===== config.mk =====
export PLATFORM = sky130hd
export DESIGN_NAME = pcie_irq_collector
export DESIGN_NICKNAME = d
export VERILOG_FILES = /design/src/rtl/irq_agg_pkg.sv /design/src/rtl/irq_w1c_bank.sv /design/src/rtl/irq_mask_bank.sv /design/src/rtl/pcie_irq_collector.sv
export SDC_FILE = /design/constraint.sdc
export NUM_CORES = 1
export LEC_CHECK = 0
export ABC_AREA = 1
export CORE_MARGIN = 4
export CORE_UTILIZATION = 30
export DETAILED_ROUTE_END_ITERATION = 12
export DONT_BUFFER_PORTS = 1
export PLACE_DENSITY = 0.48
export SLEW_MARGIN = 20
export SYNTH_ARGS = -nofsm -noshare
export SYNTH_HDL_FRONTEND = slang
export SYNTH_SLANG_ARGS = --single-unit

===== constraint.sdc =====
create_clock -name clk -period 4.6 [get_ports clk]
set_input_delay 0.69 -clock clk [delete_from_list [all_inputs] [get_ports clk]]
set_output_delay 0.69 -clock clk [all_outputs]
set_load 0.01 [all_outputs]

===== src/rtl/irq_agg_pkg.sv =====
package irq_agg_pkg;

  typedef enum logic [2:0] {
    SEL_MAIN_STAT = 3'd0,
    SEL_MAIN_MASK = 3'd1,
    SEL_MSI_STAT  = 3'd2,
    SEL_MSI_MASK  = 3'd3,
    SEL_MSI_DATA  = 3'd4,
    SEL_HOST_STAT = 3'd5,
    SEL_HOST_MASK = 3'd6,
    SEL_SIDE_STAT = 3'd7
  } reg_sel_e;

  localparam logic [31:0] MAIN_VALID = 32'h07FF_FFFF;
  localparam logic [31:0] HOST_VALID = 32'h00FF_F0FB;
  localparam logic [31:0] SIDE_VALID = 32'h0000_0030;

  localparam int LEG_ASSERT_LSB   = 16;
  localparam int LEG_DEASSERT_LSB = 20;
  localparam int MSI_PEND_BIT     = 24;
  localparam int CORE_BIT         = 16;
  localparam int PM_BIT           = 4;
  localparam int FLUSH_BIT        = 5;

endpackage


===== src/rtl/irq_w1c_bank.sv =====
module irq_w1c_bank #(
  parameter int           W     = 32,
  parameter logic [W-1:0] VALID = '1
) (
  input  logic         clk,
  input  logic         rst_n,
  input  logic [W-1:0] set_i,
  input  logic         clr_en,
  input  logic [W-1:0] clr_bits,
  output logic [W-1:0] stat_q
);

  logic [W-1:0] clr_mask;
  logic [W-1:0] stat_d;
  logic         stat_en;

  // set terms are ORed after the clear so an event always wins
  always_comb begin
    clr_mask = clr_en ? clr_bits : '0;
    stat_d   = ((stat_q & ~clr_mask) | set_i) & VALID;
    stat_en  = clr_en | (|set_i);
  end

  always_ff @(posedge clk or negedge rst_n) begin
    if (!rst_n)       stat_q <= '0;
    else if (stat_en) stat_q <= stat_d;
  end

  p_set_wins_r8: assert property (@(posedge clk) disable iff (!rst_n)
    (|(set_i & VALID)) |=> ((stat_q & $past(set_i & VALID)) == $past(set_i & VALID)));

  p_hold_idle_r7: assert property (@(posedge clk) disable iff (!rst_n)
    (!clr_en && set_i == '0) |=> $stable(stat_q));

endmodule


===== src/rtl/irq_mask_bank.sv =====
module irq_mask_bank #(
  parameter int           W       = 32,
  parameter logic [W-1:0] VALID   = '1,
  parameter logic [W-1:0] RST_VAL = '1
) (
  input  logic         clk,
  input  logic         rst_n,
  input  logic         wr_en,
  input  logic [W-1:0] wdata,
  output logic [W-1:0] mask_q
);

  logic [W-1:0] mask_d;

  always_comb mask_d = wdata & VALID;

  always_ff @(posedge clk or negedge rst_n) begin
    if (!rst_n)     mask_q <= RST_VAL & VALID;
    else if (wr_en) mask_q <= mask_d;
  end

  p_mask_hold_r10: assert property (@(posedge clk) disable iff (!rst_n)
    !wr_en |=> $stable(mask_q));

endmodule


===== src/rtl/pcie_irq_collector.sv =====
module pcie_irq_collector
  import irq_agg_pkg::*;
#(
  parameter int  NUM_INTX    = 4,
  parameter int  MSI_VECTORS = 32,
  parameter int  PAYLOAD_W   = 8,
  parameter int  DATA_W      = 32,
  parameter int  ADDR_W      = 3,
  localparam int VEC_W       = $clog2(MSI_VECTORS)
) (
  input  logic                 clk,
  input  logic                 rst_n,
  input  logic [NUM_INTX-1:0]  intx_assert,
  input  logic [NUM_INTX-1:0]  intx_deassert,
  input  logic                 msi_valid,
  input  logic [VEC_W-1:0]     msi_vector,
  input  logic [PAYLOAD_W-1:0] msi_payload,
  input  logic                 pm_event,
  input  logic                 flush_event,
  input  logic                 reg_wr,
  input  logic [ADDR_W-1:0]    reg_addr,
  input  logic [DATA_W-1:0]    reg_wdata,
  output logic [DATA_W-1:0]    reg_rdata,
  output logic                 irq_o
);

  localparam int NUM_REGS = 1 << ADDR_W;

  // reset: asynchronous assert, synchronous release
  logic [1:0] rst_pipe;
  logic       rst_sync_n;

  always_ff @(posedge clk or negedge rst_n) begin
    if (!rst_n) rst_pipe <= '0;
    else        rst_pipe <= {rst_pipe[0], 1'b1};
  end
  assign rst_sync_n = rst_pipe[1];

  // write decode
  logic [NUM_REGS-1:0] wr_sel;
  for (genvar k = 0; k < NUM_REGS; k++) begin : g_wsel
    assign wr_sel[k] = reg_wr && (reg_addr == ADDR_W'(k));
  end

  logic [DATA_W-1:0]      main_stat, main_mask, host_stat, host_mask, side_stat;
  logic [MSI_VECTORS-1:0] msi_stat, msi_mask;
  logic [DATA_W-1:0]      main_set, host_set, side_set;
  logic [MSI_VECTORS-1:0] msi_set, msi_eff;
  logic [DATA_W-1:0]      main_act;
  logic [PAYLOAD_W-1:0]   payload_q, payload_d;

  // set vectors for each tier
  always_comb begin
    msi_set = '0;
    if (msi_valid) msi_set[msi_vector] = 1'b1;
    msi_eff = msi_stat & ~msi_mask;

    main_set = '0;
    main_set[LEG_ASSERT_LSB   +: NUM_INTX] = intx_assert;
    main_set[LEG_DEASSERT_LSB +: NUM_INTX] = intx_deassert;
    main_set[MSI_PEND_BIT]                 = |msi_eff;
    main_act = main_stat & ~main_mask;

    host_set = '0;
    host_set[CORE_BIT] = |main_act;

    side_set = '0;
    side_set[PM_BIT]    = pm_event;
    side_set[FLUSH_BIT] = flush_event;

    payload_d = msi_payload;
  end

  irq_w1c_bank #(.W(MSI_VECTORS), .VALID('1)) u_msi_stat (
    .clk(clk), .rst_n(rst_sync_n), .set_i(msi_set),
    .clr_en(wr_sel[SEL_MSI_STAT]), .clr_bits(reg_wdata[MSI_VECTORS-1:0]),
    .stat_q(msi_stat));

  irq_w1c_bank #(.W(DATA_W), .VALID(MAIN_VALID)) u_main_stat (
    .clk(clk), .rst_n(rst_sync_n), .set_i(main_set),
    .clr_en(wr_sel[SEL_MAIN_STAT]), .clr_bits(reg_wdata), .stat_q(main_stat));

  irq_w1c_bank #(.W(DATA_W), .VALID(HOST_VALID)) u_host_stat (
    .clk(clk), .rst_n(rst_sync_n), .set_i(host_set),
    .clr_en(wr_sel[SEL_HOST_STAT]), .clr_bits(reg_wdata), .stat_q(host_stat));

  irq_w1c_bank #(.W(DATA_W), .VALID(SIDE_VALID)) u_side_stat (
    .clk(clk), .rst_n(rst_sync_n), .set_i(side_set),
    .clr_en(wr_sel[SEL_SIDE_STAT]), .clr_bits(reg_wdata), .stat_q(side_stat));

  irq_mask_bank #(.W(MSI_VECTORS), .VALID('1), .RST_VAL('1)) u_msi_mask (
    .clk(clk), .rst_n(rst_sync_n), .wr_en(wr_sel[SEL_MSI_MASK]),
    .wdata(reg_wdata[MSI_VECTORS-1:0]), .mask_q(msi_mask));

  irq_mask_bank #(.W(DATA_W), .VALID(MAIN_VALID), .RST_VAL(MAIN_VALID)) u_main_mask (
    .clk(clk), .rst_n(rst_sync_n), .wr_en(wr_sel[SEL_MAIN_MASK]),
    .wdata(reg_wdata), .mask_q(main_mask));

  irq_mask_bank #(.W(DATA_W), .VALID(HOST_VALID), .RST_VAL(HOST_VALID)) u_host_mask (
    .clk(clk), .rst_n(rst_sync_n), .wr_en(wr_sel[SEL_HOST_MASK]),
    .wdata(reg_wdata), .mask_q(host_mask));

  always_ff @(posedge clk or negedge rst_sync_n) begin
    if (!rst_sync_n)    payload_q <= '0;
    else if (msi_valid) payload_q <= payload_d;
  end

  assign irq_o = |(host_stat & ~host_mask);

  always_comb begin
    unique case (reg_sel_e'(reg_addr))
      SEL_MAIN_STAT: reg_rdata = main_stat;
      SEL_MAIN_MASK: reg_rdata = main_mask;
      SEL_MSI_STAT:  reg_rdata = DATA_W'(msi_stat);
      SEL_MSI_MASK:  reg_rdata = DATA_W'(msi_mask);
      SEL_MSI_DATA:  reg_rdata = DATA_W'(payload_q);
      SEL_HOST_STAT: reg_rdata = host_stat;
      SEL_HOST_MASK: reg_rdata = host_mask;
      SEL_SIDE_STAT: reg_rdata = side_stat;
      default:       reg_rdata = '0;
    endcase
  end

  p_legacy_set_r2: assert property (@(posedge clk) disable iff (!rst_sync_n)
    (|intx_assert) |=> ((main_stat[LEG_ASSERT_LSB +: NUM_INTX] & $past(intx_assert))
                        == $past(intx_assert)));

  p_msi_set_r3: assert property (@(posedge clk) disable iff (!rst_sync_n)
    msi_valid |=> (msi_stat[$past(msi_vector)] && payload_q == $past(msi_payload)));

  p_msi_rollup_r4: assert property (@(posedge clk) disable iff (!rst_sync_n)
    (|(msi_stat & ~msi_mask)) |=> main_stat[MSI_PEND_BIT]);

  p_core_rollup_r5: assert property (@(posedge clk) disable iff (!rst_sync_n)
    (|(main_stat & ~main_mask)) |=> host_stat[CORE_BIT]);

endmodule


Word level (Yosys, flattened, before mapping)
Cells that the tools add are included.
{ "word_totals": {"output_inout_bits": 33, "wordCells": 63, "register_bits": 168} }
{ "op_classes": {"n_bitwise": 22, "magnitude_cmp": 2, "muxes": 8, "n_eq_ne": 7, "n_reduce_logical": 15} }
{ "op_table": {"columns": ["op", "n"], "rows": [
  ["$pmux W32 S8", 1],
  ["$reduce_or A32 Y1", 4],
  ["$and A32 B32 Y32", 2],
  ["$mux W32", 2],
  ["$not A32 Y32", 2],
  ["$reduce_or A40 Y1", 1],
  ["$and A24 B32 Y32", 1],
  ["$and A27 B32 Y32", 1],
  ["$not A24 Y32", 1],
  ["$not A27 Y32", 1],
  ["$or A32 B32 Y32", 1],
  ["$and A27 B27 Y27", 1],
  ["$mux W27", 1],
  ["$not A27 Y27", 1],
  ["$or A27 B25 Y27", 1],
  ["$and A24 B24 Y24", 1],
  ["$mux W24", 1],
  ["$not A24 Y24", 1],
  ["$or A24 B17 Y24", 1],
  ["$eq A3 B3 Y1 const B", 4],
  ["$logic_and A1 B1 Y1", 8],
  ["$and A6 B6 Y6", 1],
  ["$eq A3 B2 Y1 const B", 2],
  ["$lt A5 B6 Y1 const B", 1],
  ["other kinds (10)", 13]
]} }

Longest topological paths before layout
{ "logic_depth": {"ltp_word": 7, "ltp_mapped": 10} }

Hierarchy
From an unflattened synthesis, not the netlist that was laid out.
{ "hier_totals": {"hier_cells": 1613, "area_unflattened_um2": 10701.5} }
{ "modules_own_cells": {"columns": ["mod", "cells_each", "area_each_um2", "instances"], "rows": [
  ["pcie_irq_collector", 804, 3692.3, 1],
  ["irq_mask_bank at u_msi_mask", 136, 1332.5, 1],
  ["irq_w1c_bank at u_msi_stat", 163, 1315.0, 1],
  ["irq_w1c_bank at u_main_stat", 144, 1156.1, 1],
  ["irq_mask_bank at u_main_mask", 120, 1134.8, 1],
  ["irq_w1c_bank at u_host_stat", 111, 898.4, 1],
  ["irq_mask_bank at u_host_mask", 94, 863.3, 1],
  ["irq_w1c_bank at u_side_stat", 41, 309.0, 1]
]} }

Least setup slack after synthesis
OpenSTA, ideal clock, no wires.
{ "synth_path": {"kind": "input-to-output", "from": "input reg_addr[2]", "to": "output reg_rdata[13]", "cell_stages": 8, "t_required_ns": 3.910, "path_buffers": 3, "arrival_ns": 1.624, "path_slack_ns": 2.286, "path_cell_list": "buf_4 -> nor3_2 -> buf_2 -> buf_4 -> nand2_1 -> o21ai_0 -> nor2_1 -> nand3_1"} }
{ "synth_between": {"elab_chain_cells": 2} }
{ "synth_lines": {"columns": ["item", "line", "rtl"], "rows": [
  ["start, declared", "pcie_irq_collector.sv:21", "input logic [ADDR_W-1:0] reg_addr,"],
  ["$eq A3 B3 Y1 (tied with other cells)", "pcie_irq_collector.sv:111", "unique case (reg_sel_e'(reg_addr))"],
  ["$pmux W32 S8 (*)", "pcie_irq_collector.sv:111", null],
  ["end, declared", "pcie_irq_collector.sv:23", "output logic [DATA_W-1:0] reg_rdata,"]
]} }
Mark *: on every way between the ends. The rest lies on a longest branch, timed or not.

Worst setup path after layout
{ "layout_path": {"from": "input reg_addr[2]", "to": "output reg_rdata[22]"} }
Same word-level chain as after synthesis.

==> metrics.md <==
| Metric | Value |
|---|---|
| Status | completed |
| Via count | roughly 6.7k |
| Clk_lat worst skew | approximately 0.44 ns |
| Pin count of the biggest net entering global routing | 80 |
| Post-DP Area | 8558 sq um |
| Post-CTS Setup Repair Bufs | 0 |
| F_max | 348.5 MHz |
| Clock sink count | between 150 and 200 |
| Worst Path Buf+Inv | 2 |
| CP top delay family | simple AND/OR/NAND/NOR gates |
| EDFF count, synth | 0 |
| Via density | 4.739 |
| CTS tree | yes |
| Nets | between 1k and 1.5k |
| DRC | 0 |
| Largest fanout on the critical path | 28 |
| Synth Area in Compound Gates | 15.59% |
| Critical path class | in2out |
| Slew HR | between 30% and 40% |
| Largest family of logic cells by synthesized area | simple AND/OR/NAND/NOR gates |
| Most common cell after layout, fill and taps aside | nand2_1 |
| Pleak | 4.321 nW |
| IO buf count | 0 |
| Final min period | 2.869 ns |
| Die ar. | about 30,000 sq um |
| Netlist cell types | 31 |
| Most Frequent Cell on Critical Path | inv_2 |
| Hold/Removal Path Class | in2reg |
| Synth top area cells | dfrtp_1 27%, dfstp_2 25%, nand2_1 13% |
| Area of the mapped netlist | 8265 sq um |
| Fin area | 9156 sq um |
| Worst path cell trace | inv_2 -> nand3_2 -> inv_2 -> nand2_1 -> o21ai_0 -> nor2_1 -> nand3b_1 |
| Total Routing Usage GR | ~16% |
| Data required, critical path | 3.91 ns |
| Post-synthesis simple-gate area fraction | 21.92% |
| Synth Area in XOR/XNOR | 0% |
| Fillers | 2,890 |
| Register bit total from synthesis | 168 |
| Arrival time worst endpoint | between 2 and 2.5 ns |
| Worst-path clk slew | around 0.07 ns |
| Max Cap Viol | 0 |
| Final WL | between 20,000 and 25,000 um |
| Post-Synth Adder-Cell Area | 0% |
| Final Hold Fails | 0 |
| Diode count | 0 |
| Sequential-to-total area share from yosys stat | roughly 52% |
| CP max stage cell | nand3_2 |
| I/O pins | 95 |
| Antenna viol nets, final | 0 |
| Vias in the first global route | 6,601 |
| Post-route clock period utilization | 62.37% |
| Setup TNS | 0 ns |
| Cells after synthesis | approximately 1.1k |
| Synthesized area per cell | a little under 8 sq um |
| RSZ-0062 raised after global routing | no |
| Total gr overflow | 0 |
| Clk root buf | clkbuf_16 |
| Startpoint Class | primary input |
| Peak VDD IR | 277.0 uV |
| First-pass GRT wire length | ~38,000 um |
| Vert. Die Dim | 174.0 um |
| Asr flop ratio synth | 100.0% |
| Layout cells sized above 1 | 13.73% |
| P per Cell Area | roughly 430 nW/um^2 |
| Drt initial violations | 500 |
| Mux cell area share after synthesis | 0% |
| Initial antenna violation count | 0 |
| Most frequent cells in the layout | 283 x nand2_1, 185 x o21ai_0, 166 x inv_1 |
| Synth top area share | 27.25% |
| Cts bufs inserted | 17 |
| Max incr delay on CP | around 0.50 ns |
| Starting Density | 30.58% |
| Synth warnings | 0 |
| CORE AREA | around 27,000 sq um |
| Final setup vio count | 0 |
| Chip width | 174.0 um |
| Synth Net Count | 1,124 |
| H-tree Lvls | 4 |
| Crit. End Element | primary output |
| Detailed Routing Iterations Pass 1 | 5 |
| Clock buffer depth | 2 |
| DP Wirelength | 17,440 um |
| Placer Congestion | 0.7862 |
| WL per Instance | roughly 17 um |
| Dominant cell type by area after synthesis | dfrtp_1 |
| Max-slew violations | 0 |
| Synth Flop Type | dfrtp_1 |
| Row count | 60 |
| Area growth from synthesis to layout | 10.78% |
| Slew @ Worst Pin | 0.9870 ns |
| Final setup skew | between 0.01 and 0.015 ns |
-- synth_stat cells, drive strengths merged, types with 4 or more instances --
master / count
o21ai: 220
nor3: 4
dfrtp: 90
or2: 11
o2111ai: 7
nand3: 46
buf: 27
o21a: 6
a21oi: 15
nor2: 75
nand2: 288
nand4: 8
clkbuf: 12
dfstp: 78
inv: 172
-- power breakdown --
group          leakage [nW]  total [W]  switching [W]  internal [W]
Combinational          2.10   0.000567       0.000378      0.000189
Sequential             1.94    0.00192       0.000135       0.00179
Clock                 0.286    0.00147       0.000647      0.000821
Total                  4.32    0.00396        0.00116       0.00280
-- final timing paths --
kind,slack (ns),to,from,cells after the start
hold reg to reg,0.35,u_main_stat.stat_q[8]$_DFFE_PN0P_,rst_pipe[1]$_DFF_PN0_,0
max in group asynchronous,3.24,u_msi_mask.mask_q[1]$_DFFE_PN1P_,rst_pipe[1]$_DFF_PN0_,1
setup reg to reg,3.24,u_msi_mask.mask_q[1]$_DFFE_PN1P_,rst_pipe[1]$_DFF_PN0_,1
setup / recovery,1.73,reg_rdata[22],reg_addr[2],7
hold / removal,0.33,u_host_stat.stat_q[22]$_DFFE_PN0P_,reg_wdata[22],1
min in group asynchronous,0.35,u_main_stat.stat_q[8]$_DFFE_PN0P_,rst_pipe[1]$_DFF_PN0_,0
-- timing repair --
action                    4_1_cts  5_1_grt
resized for setup               0        0
hold buffers                    1        0
hold endpoints to repair        2        0
-- cell type report --
type | instances | area, sq um | area share (%)
clock inverter | 13 | 145.1 | 1.585
multi-input combinational | 683 | 3113 | 34.00
inverter | 172 | 648.1 | 7.078
tap | 341 | 426.7 | 4.660
sequential | 168 | 4305 | 47.02
clock buffer | 19 | 442.9 | 4.837
timing repair buffer | 8 | 75.07 | 0.8199
-- metrics by stage --
stage / setup WS [ns] / power [W] / std cells / hold WS, ns / util, %
detailed placement: 1.694 / 0.002522 / 1371 / 0.3364 / 31.67
finish: 1.731 / 0.003956 / 1404 / 0.3289 / 33.88
global placement: 1.705 / 0.002511 / 1371 / 0.3358 / 31.66
global route: 1.543 / 0.004170 / 1404 / 0.3178 / 33.88
CTS: 1.696 / 0.003996 / 1404 / 0.3144 / 33.88
floorplan: 1.895 / 0.002348 / 1062 / 0.3311 / -
-- flip-flops by register name, indices dropped and copies added (netlist names) --
signal,cells
u_side_stat.stat_q,2
u_host_mask.mask_q,19
payload_q,8
u_main_stat.stat_q,27
u_msi_mask.mask_q,32
u_host_stat.stat_q,19
u_msi_stat.stat_q,32
rst_pipe,2
u_main_mask.mask_q,27
-- logic make-up after synthesis --
family                 Yosys count
buffers and inverters          211
AO/OA/AOI/OAI                  249
flip-flops                     168
AND/OR/NAND/NOR                433
other                            1
-- routing by layer --
layer,track usage (%),share of wire [%]
met5,0,0
met2,27.97,50
met1,21.15,45
met3,3.654,4.1
met4,3.365,0.78
Power figures use the tool's default switching activity.
